### config.mk
export PLATFORM = sky130hd
export DESIGN_NAME = kpd_matrix_scan
export DESIGN_NICKNAME = d
export VERILOG_FILES = /design/src/rtl/kpd_pkg.sv /design/src/rtl/kpd_qual_timer.sv /design/src/rtl/kpd_col_drive.sv /design/src/rtl/kpd_irq_status.sv /design/src/rtl/kpd_matrix_scan.sv
export SDC_FILE = /design/constraint.sdc
export NUM_CORES = 1
export LEC_CHECK = 0
export ABC_AREA = 1
export BUFFER_PORTS_ARGS = -buffer_cell sky130_fd_sc_hd__buf_2
export CORE_ASPECT_RATIO = 2
export CORE_MARGIN = 3
export CORE_UTILIZATION = 40
export DETAILED_ROUTE_END_ITERATION = 10
export PLACE_DENSITY = 0.56
export SLEW_MARGIN = 10
export SYNTH_ARGS = -nofsm -noshare
export SYNTH_HDL_FRONTEND = slang
export SYNTH_SLANG_ARGS = --single-unit
export TNS_END_PERCENT = 50
### constraint.sdc
create_clock -name clk -period 6.02 [get_ports clk]
set_input_delay 0.903 -clock clk [delete_from_list [all_inputs] [get_ports clk]]
set_output_delay 0.903 -clock clk [all_outputs]
set_load 0.01 [all_outputs]
### src/rtl/kpd_pkg.sv
package kpd_pkg;
    typedef enum logic [2:0] {
        ST_IDLE,
        ST_DRIVE,
        ST_SAMPLE,
        ST_FRAME,
        ST_EMIT
    } kpd_state_e;
endpackage

### src/rtl/kpd_qual_timer.sv
module kpd_qual_timer #(
    parameter int LIMIT = 100
) (
    input  logic clk,
    input  logic rst_n,
    input  logic clr,
    output logic done
);
    localparam int TW = $clog2(LIMIT + 1);

    logic [TW-1:0] cnt;

    assign done = (cnt == TW'(LIMIT));

    always_ff @(posedge clk or negedge rst_n) begin
        if (!rst_n)      cnt <= '0;
        else if (clr)    cnt <= '0;
        else if (!done)  cnt <= cnt + 1'b1;
    end
endmodule

### src/rtl/kpd_col_drive.sv
module kpd_col_drive
    import kpd_pkg::*;
#(
    parameter int COLS = 10,
    localparam int CW = $clog2(COLS)
) (
    input  logic              clk,
    input  logic              rst_n,
    input  kpd_state_e        state,
    input  logic [CW-1:0]     col_idx,
    input  logic [COLS-1:0]   col_en,
    output logic [COLS-1:0]   col_drive_low
);
    logic [COLS-1:0] sel;

    assign sel = COLS'(1) << col_idx;

    always_comb begin
        unique case (state)
            ST_IDLE:             col_drive_low = col_en;
            ST_DRIVE, ST_SAMPLE: col_drive_low = col_en & sel;
            default:             col_drive_low = '0;
        endcase
    end

    AST_SCAN_ONE_COLUMN: assert property (@(posedge clk) disable iff (!rst_n)
        (state != ST_IDLE) |-> $onehot0(col_drive_low));
endmodule

### src/rtl/kpd_irq_status.sv
module kpd_irq_status (
    input  logic clk,
    input  logic rst_n,
    input  logic set,
    input  logic clr,
    input  logic en,
    output logic status,
    output logic irq
);
    always_ff @(posedge clk or negedge rst_n) begin
        if (!rst_n)    status <= 1'b0;
        else if (set)  status <= 1'b1;
        else if (clr)  status <= 1'b0;
    end

    assign irq = status & en;

    AST_STATUS_FOLLOWS_EVENT: assert property (@(posedge clk) disable iff (!rst_n)
        set |=> status);
endmodule

### src/rtl/kpd_matrix_scan.sv
module kpd_matrix_scan
    import kpd_pkg::*;
#(
    parameter int ROWS        = 8,
    parameter int COLS        = 10,
    parameter int TICK_CYCLES = 125000,
    parameter int QUAL_TICKS  = 25
) (
    input  logic             clk,
    input  logic             rst_n,
    input  logic [ROWS-1:0]  row_en,
    input  logic [COLS-1:0]  col_en,
    input  logic [ROWS-1:0]  row_in,
    output logic [COLS-1:0]  col_drive_low,
    input  logic             irq_en,
    input  logic             status_clr,
    output logic             evt_push,
    output logic [7:0]       evt_code,
    output logic             ke_status,
    output logic             irq_req
);
    localparam int NKEYS    = ROWS * COLS;
    localparam int QUAL_CYC = TICK_CYCLES * QUAL_TICKS;
    localparam int CW       = $clog2(COLS);
    localparam int RW       = $clog2(ROWS);
    localparam int KIW      = 7;
    localparam logic [CW-1:0] COL_MAX = CW'(COLS - 1);
    localparam logic [RW-1:0] ROW_MAX = RW'(ROWS - 1);

    kpd_state_e         state, nxt;
    logic [CW-1:0]      col_idx;
    logic [RW-1:0]      er;
    logic [CW-1:0]      ec;
    logic [NKEYS-1:0]   cur, prev, deb;
    logic [KIW-1:0]     emit_k;
    logic               wake, col_last, emit_last, qual_done, timer_clr;
    logic               frame_stable, frame_open;

    assign wake         = |(row_en & ~row_in);
    assign col_last     = (col_idx == COL_MAX);
    assign emit_last    = (er == ROW_MAX) && (ec == COL_MAX);
    assign emit_k       = KIW'(er) * KIW'(COLS) + KIW'(ec);
    assign frame_stable = (cur == prev);
    assign frame_open   = (cur == '0);
    assign timer_clr    = (state == ST_IDLE) || (state == ST_FRAME && !frame_stable);

    // state register
    always_ff @(posedge clk or negedge rst_n) begin
        if (!rst_n) state <= ST_IDLE;
        else        state <= nxt;
    end

    // transitions
    always_comb begin
        nxt = state;
        unique case (state)
            ST_IDLE:   if (wake) nxt = ST_DRIVE;
            ST_DRIVE:  if (col_en[col_idx]) nxt = ST_SAMPLE;
                       else if (col_last)   nxt = ST_FRAME;
            ST_SAMPLE: nxt = col_last ? ST_FRAME : ST_DRIVE;
            ST_FRAME:  if (frame_stable && qual_done && cur != deb) nxt = ST_EMIT;
                       else if (frame_open && deb == '0)           nxt = ST_IDLE;
                       else                                        nxt = ST_DRIVE;
            ST_EMIT:   if (emit_last) nxt = frame_open ? ST_IDLE : ST_DRIVE;
            default:   nxt = ST_IDLE;
        endcase
    end

    // datapath and event outputs
    always_ff @(posedge clk or negedge rst_n) begin
        if (!rst_n) begin
            col_idx  <= '0;
            er       <= '0;
            ec       <= '0;
            cur      <= '0;
            prev     <= '0;
            deb      <= '0;
            evt_push <= 1'b0;
            evt_code <= '0;
        end else begin
            evt_push <= 1'b0;
            unique case (state)
                ST_IDLE: col_idx <= '0;
                ST_DRIVE: begin
                    if (!col_en[col_idx]) begin
                        for (int r = 0; r < ROWS; r++)
                            cur[KIW'(r * COLS) + KIW'(col_idx)] <= 1'b0;
                        col_idx <= col_last ? '0 : col_idx + 1'b1;
                    end
                end
                ST_SAMPLE: begin
                    for (int r = 0; r < ROWS; r++)
                        cur[KIW'(r * COLS) + KIW'(col_idx)] <= row_en[r] & ~row_in[r];
                    col_idx <= col_last ? '0 : col_idx + 1'b1;
                end
                ST_FRAME: begin
                    if (!frame_stable) prev <= cur;
                    er      <= '0;
                    ec      <= '0;
                    col_idx <= '0;
                end
                ST_EMIT: begin
                    if (cur[emit_k] != deb[emit_k]) begin
                        deb[emit_k] <= cur[emit_k];
                        evt_push    <= 1'b1;
                        evt_code    <= {cur[emit_k], emit_k + 7'd1};
                    end
                    if (er == ROW_MAX) begin
                        er <= '0;
                        ec <= (ec == COL_MAX) ? '0 : ec + 1'b1;
                    end else begin
                        er <= er + 1'b1;
                    end
                end
                default: ;
            endcase
        end
    end

    kpd_qual_timer #(.LIMIT(QUAL_CYC)) u_timer (
        .clk   (clk),
        .rst_n (rst_n),
        .clr   (timer_clr),
        .done  (qual_done)
    );

    kpd_col_drive #(.COLS(COLS)) u_drive (
        .clk           (clk),
        .rst_n         (rst_n),
        .state         (state),
        .col_idx       (col_idx),
        .col_en        (col_en),
        .col_drive_low (col_drive_low)
    );

    kpd_irq_status u_irq (
        .clk    (clk),
        .rst_n  (rst_n),
        .set    (evt_push),
        .clr    (status_clr),
        .en     (irq_en),
        .status (ke_status),
        .irq    (irq_req)
    );

    AST_DRIVE_ENABLED_ONLY: assert property (@(posedge clk) disable iff (!rst_n)
        (col_drive_low & ~col_en) == '0);
    AST_EMIT_QUALIFIED: assert property (@(posedge clk) disable iff (!rst_n)
        (state == ST_EMIT) |-> qual_done);
    AST_CODE_RANGE: assert property (@(posedge clk) disable iff (!rst_n)
        evt_push |-> (evt_code[6:0] >= 7'd1 && evt_code[6:0] <= 7'(NKEYS)));
    AST_IDLE_SETTLED: assert property (@(posedge clk) disable iff (!rst_n)
        (state == ST_IDLE) |-> (deb == '0));
endmodule

==> out/qor.yml <==
setup_path:
  worst_ep_arrival_time_ns: 5.11
  cp_cell_sequence: "ha_1 > fa_1 > buf_4 > nor2_1 > nand2_1 > nor2_1 > nor2_1 > nand2_1 > nor2_1 > nand2_1 > nand2_1 > nand2_1 > nand2_1 > nand2_2 > nor2_4 > buf_4 > nand3_2 > nand2_1 > o21ai_0 > nand2_1"
  crit_path_end_kind: "flop"
  crit_slowest_cell: "nand2_1"
  start_kind: "flop"
  cp_num_cells: 20
  critPathMaxStageDelay_ns: 0.63
  crit_path_frequent_cell: "nand2_1"
  crit_required_ns: 6.56
  crit_family: "simple AND/OR/NAND/NOR gates"
  crit_fanout: 33
  path_buf_inv: 2
  rr_worst_depth: 20
  critical_path_class: "reg2reg"
layout:
  layout-drive-gt1-share_pct: 5.62
  nNetsFinal: 3476
  layout_commonest_cell: "nand2_1"
  areaGrowthSynthToFinish_pct: 9.02
  fin_cells: 4106
  final_cell_mix: "nand2_1 (775), nor2_1 (648), inv_1 (415)"
floorplanning:
  start_util_pct: 40.6
  die_w_um: 171
  die_height_um: 336
  core_um2: 53800
  dieArea_um2: 57600
  ios: 51
  fp-row-count: 120
global_route:
  grt_use_total_pct: 36.6
  grt_overflow: 0
  grt_pass1_vias: 23100
  grt_max_degree: 163
  grt_pass1_wl_um: 155000
  antenna_found_initial: 2
pwr:
  p_seq_share_pct: 30.9
  power.density_nw_per_um2: 432
  clkPwrFrac_pct: 20.0
  peakVddDrop_mv: 0.229
  power_switching_w: 0.00527
  pwr-share-comb_pct: 49.1
  p_int_w: 0.00501
  total_leakage_power_nw: 10.6
  swShare_pct: 51.3
detailed_routing:
  viasPerCell: 5.83
  routed_wl_um: 107000
  ant_nets: 0
  via_count: 23900
  drc: 0
  wl_per_cell_um: 26.0
  drt_iter0_drc: 2270
  firstDrtPassIters: 8
clock_network:
  cts_hold_buf: 0
  cts_buffer_depth: 3
  h-tree-depth: 1
  cts_tree: "built"
  cts-root-buf: "clkbuf_16"
  cts.clk_slew.worst_paths_ns: 0.07
  clk_latency_ns: 0.62
  cts_made_buffers: 31
  cts_resized: 0
  cts_setup_buffers: 0
  clock-sinks: 286
placement:
  numPortBuffers: 50
  dp_cells: 4053
  dp_hpwl_um: 81800
  place_congestion: 1.06
timing:
  max-slew-margin-rel_pct: 17.1
  rsz0062_at_grt: "no"
  skew_ns: 0.0260
  finalHoldViolations: 0
  whs_ns: 0.253
  setup_viol: 0
  max_slew.worst_pin.slew_ns: 1.23
  fin_tns_setup_ns: 0
  post-route-period-util_pct: 75.9
  max_freq_ghz: 0.219
  drv_slew: 0
  period_needed_ns: 4.57
logic_synthesis:
  ys_types: 53
  ys_seq_area_share_pct: 32.8
  synth-edff-count: 0
  synth_seq_cells: 286
  syn_avg_cell_area_um2: 6.38
  synthArstFlopShare_pct: 100
  synth_flop_cell: "dfrtp_1"
  syn_area_um2: 21800
  yosysWarnings: 0
  synth_nets: 3483
  syn_inst: 3422
hold_path:
  holdCritPathClass: "in2async"
run:
  maxCapViolCount: 0
run_status:
  status: "completed"
[per-stage QoR]
step	instance area [um2]	utilization [%]	setup slack (ns)	total power (W)
finish	23800	44.3	1.45	0.0103
global route	23800	44.3	1.08	0.0108
CTS	23800	44.3	1.53	0.0102
detailed placement	22800	42.4	1.54	0.00808
global placement	22800	42.4	1.56	0.00804
floorplan	21800	-	3.15	0.00592
[worst reg2reg max path, stage by stage, from the launching register on]
cell and delay [ns]:
dfrtp_1 0.43, ha_1 0.26, fa_1 0.53, buf_4 0.34, nor2_1 0.16, nand2_1 0.53
nor2_1 0.08, nor2_1 0.12, nand2_1 0.06, nor2_1 0.10, nand2_1 0.05, nand2_1 0.07
nand2_1 0.05, nand2_1 0.09, nand2_2 0.08, nor2_4 0.10, buf_4 0.35, nand3_2 0.14
nand2_1 0.63, o21ai_0 0.21, nand2_1 0.11
[layer usage]
layer  vias up  wire length [um]  share of wire (%)  global-route usage [%]
met5         -                 0                  0                       0
met4         0             11800                 11                    32.1
met3       348              6710                6.3                    4.67
met2      1166             52000                 49                    62.7
met1     11300             36400                 34                    39.1
li1      11100                 -                  -                       -
[synthesized netlist by cell type, types with 16 or more instances]
library cell,number,share of area (%)
o21ai_0,286,6.6
nand2_1,775,13
o211ai_1,26,0.89
clkbuf_1,90,1.5
o22ai_1,34,0.97
or2_2,16,0.46
nor4_1,37,1.1
nor3_1,80,1.8
xor2_1,74,3.0
xnor2_1,53,2.1
a21oi_1,141,3.2
buf_2,33,0.76
inv_1,415,7.1
a22oi_1,16,0.55
nand4_1,98,2.8
nand3_1,129,3.0
nor2_1,651,11
a31oi_1,26,0.74
dfrtp_1,286,33
ha_1,30,1.7
[flip-flops by register name (all words and copies together), names as in the netlist]
signal,cells
ec,4
er,3
evt_push,1
deb,80
evt_code,8
state,3
u_irq.status,1
u_timer.cnt,22
col_idx,4
prev,80
cur,80
[path summary, 6_finish.rpt]
path,endpoint,slack [ns],from
min reg2reg,evt_code[7],0.48,evt_code[7]
max,evt_code[3],1.45,er[0]
min in group clk,u_irq.status,0.47,status_clr
max in group asynchronous,deb[49],4.49,rst_n
min,cur[15],0.25,rst_n
max reg2reg,evt_code[3],1.45,er[0]
[layout make-up]
type | count | area (um2)
fillers | 5779 | 29900
multi-input cells | 2566 | 12500
flip-flops and latches | 286 | 7160
inverters | 429 | 1610
clock buffers | 44 | 875
well taps | 671 | 840
repair buffers | 101 | 668
clock inverters | 8 | 146
diodes | 1 | 2.50
[power by group through the flow]
stage	clock [W]	sequential, W	combinational (W)
global placement	0	0.00316	0.00488
detailed placement	0	0.00317	0.00491
floorplan	0	0.00283	0.00309
finish	0.00206	0.00318	0.00505
global route	0.00216	0.00321	0.00543
CTS	0.00209	0.00315	0.00494
[kinds of logic (layout without fill, tap and decap cells)]
kind of cell	Yosys count	after routing	share of synthesized area [%]
simple gates	1805	1805	34.3
compound gates	600	600	15.7
buf+inv	570	582	10.1
flops	286	286	32.8
xor+xnor	129	129	5.24
fa+ha+maj	31	31	1.81
mux	1	1	0.0458
other cells	0	1	0
Power figures use the tool's default switching activity.
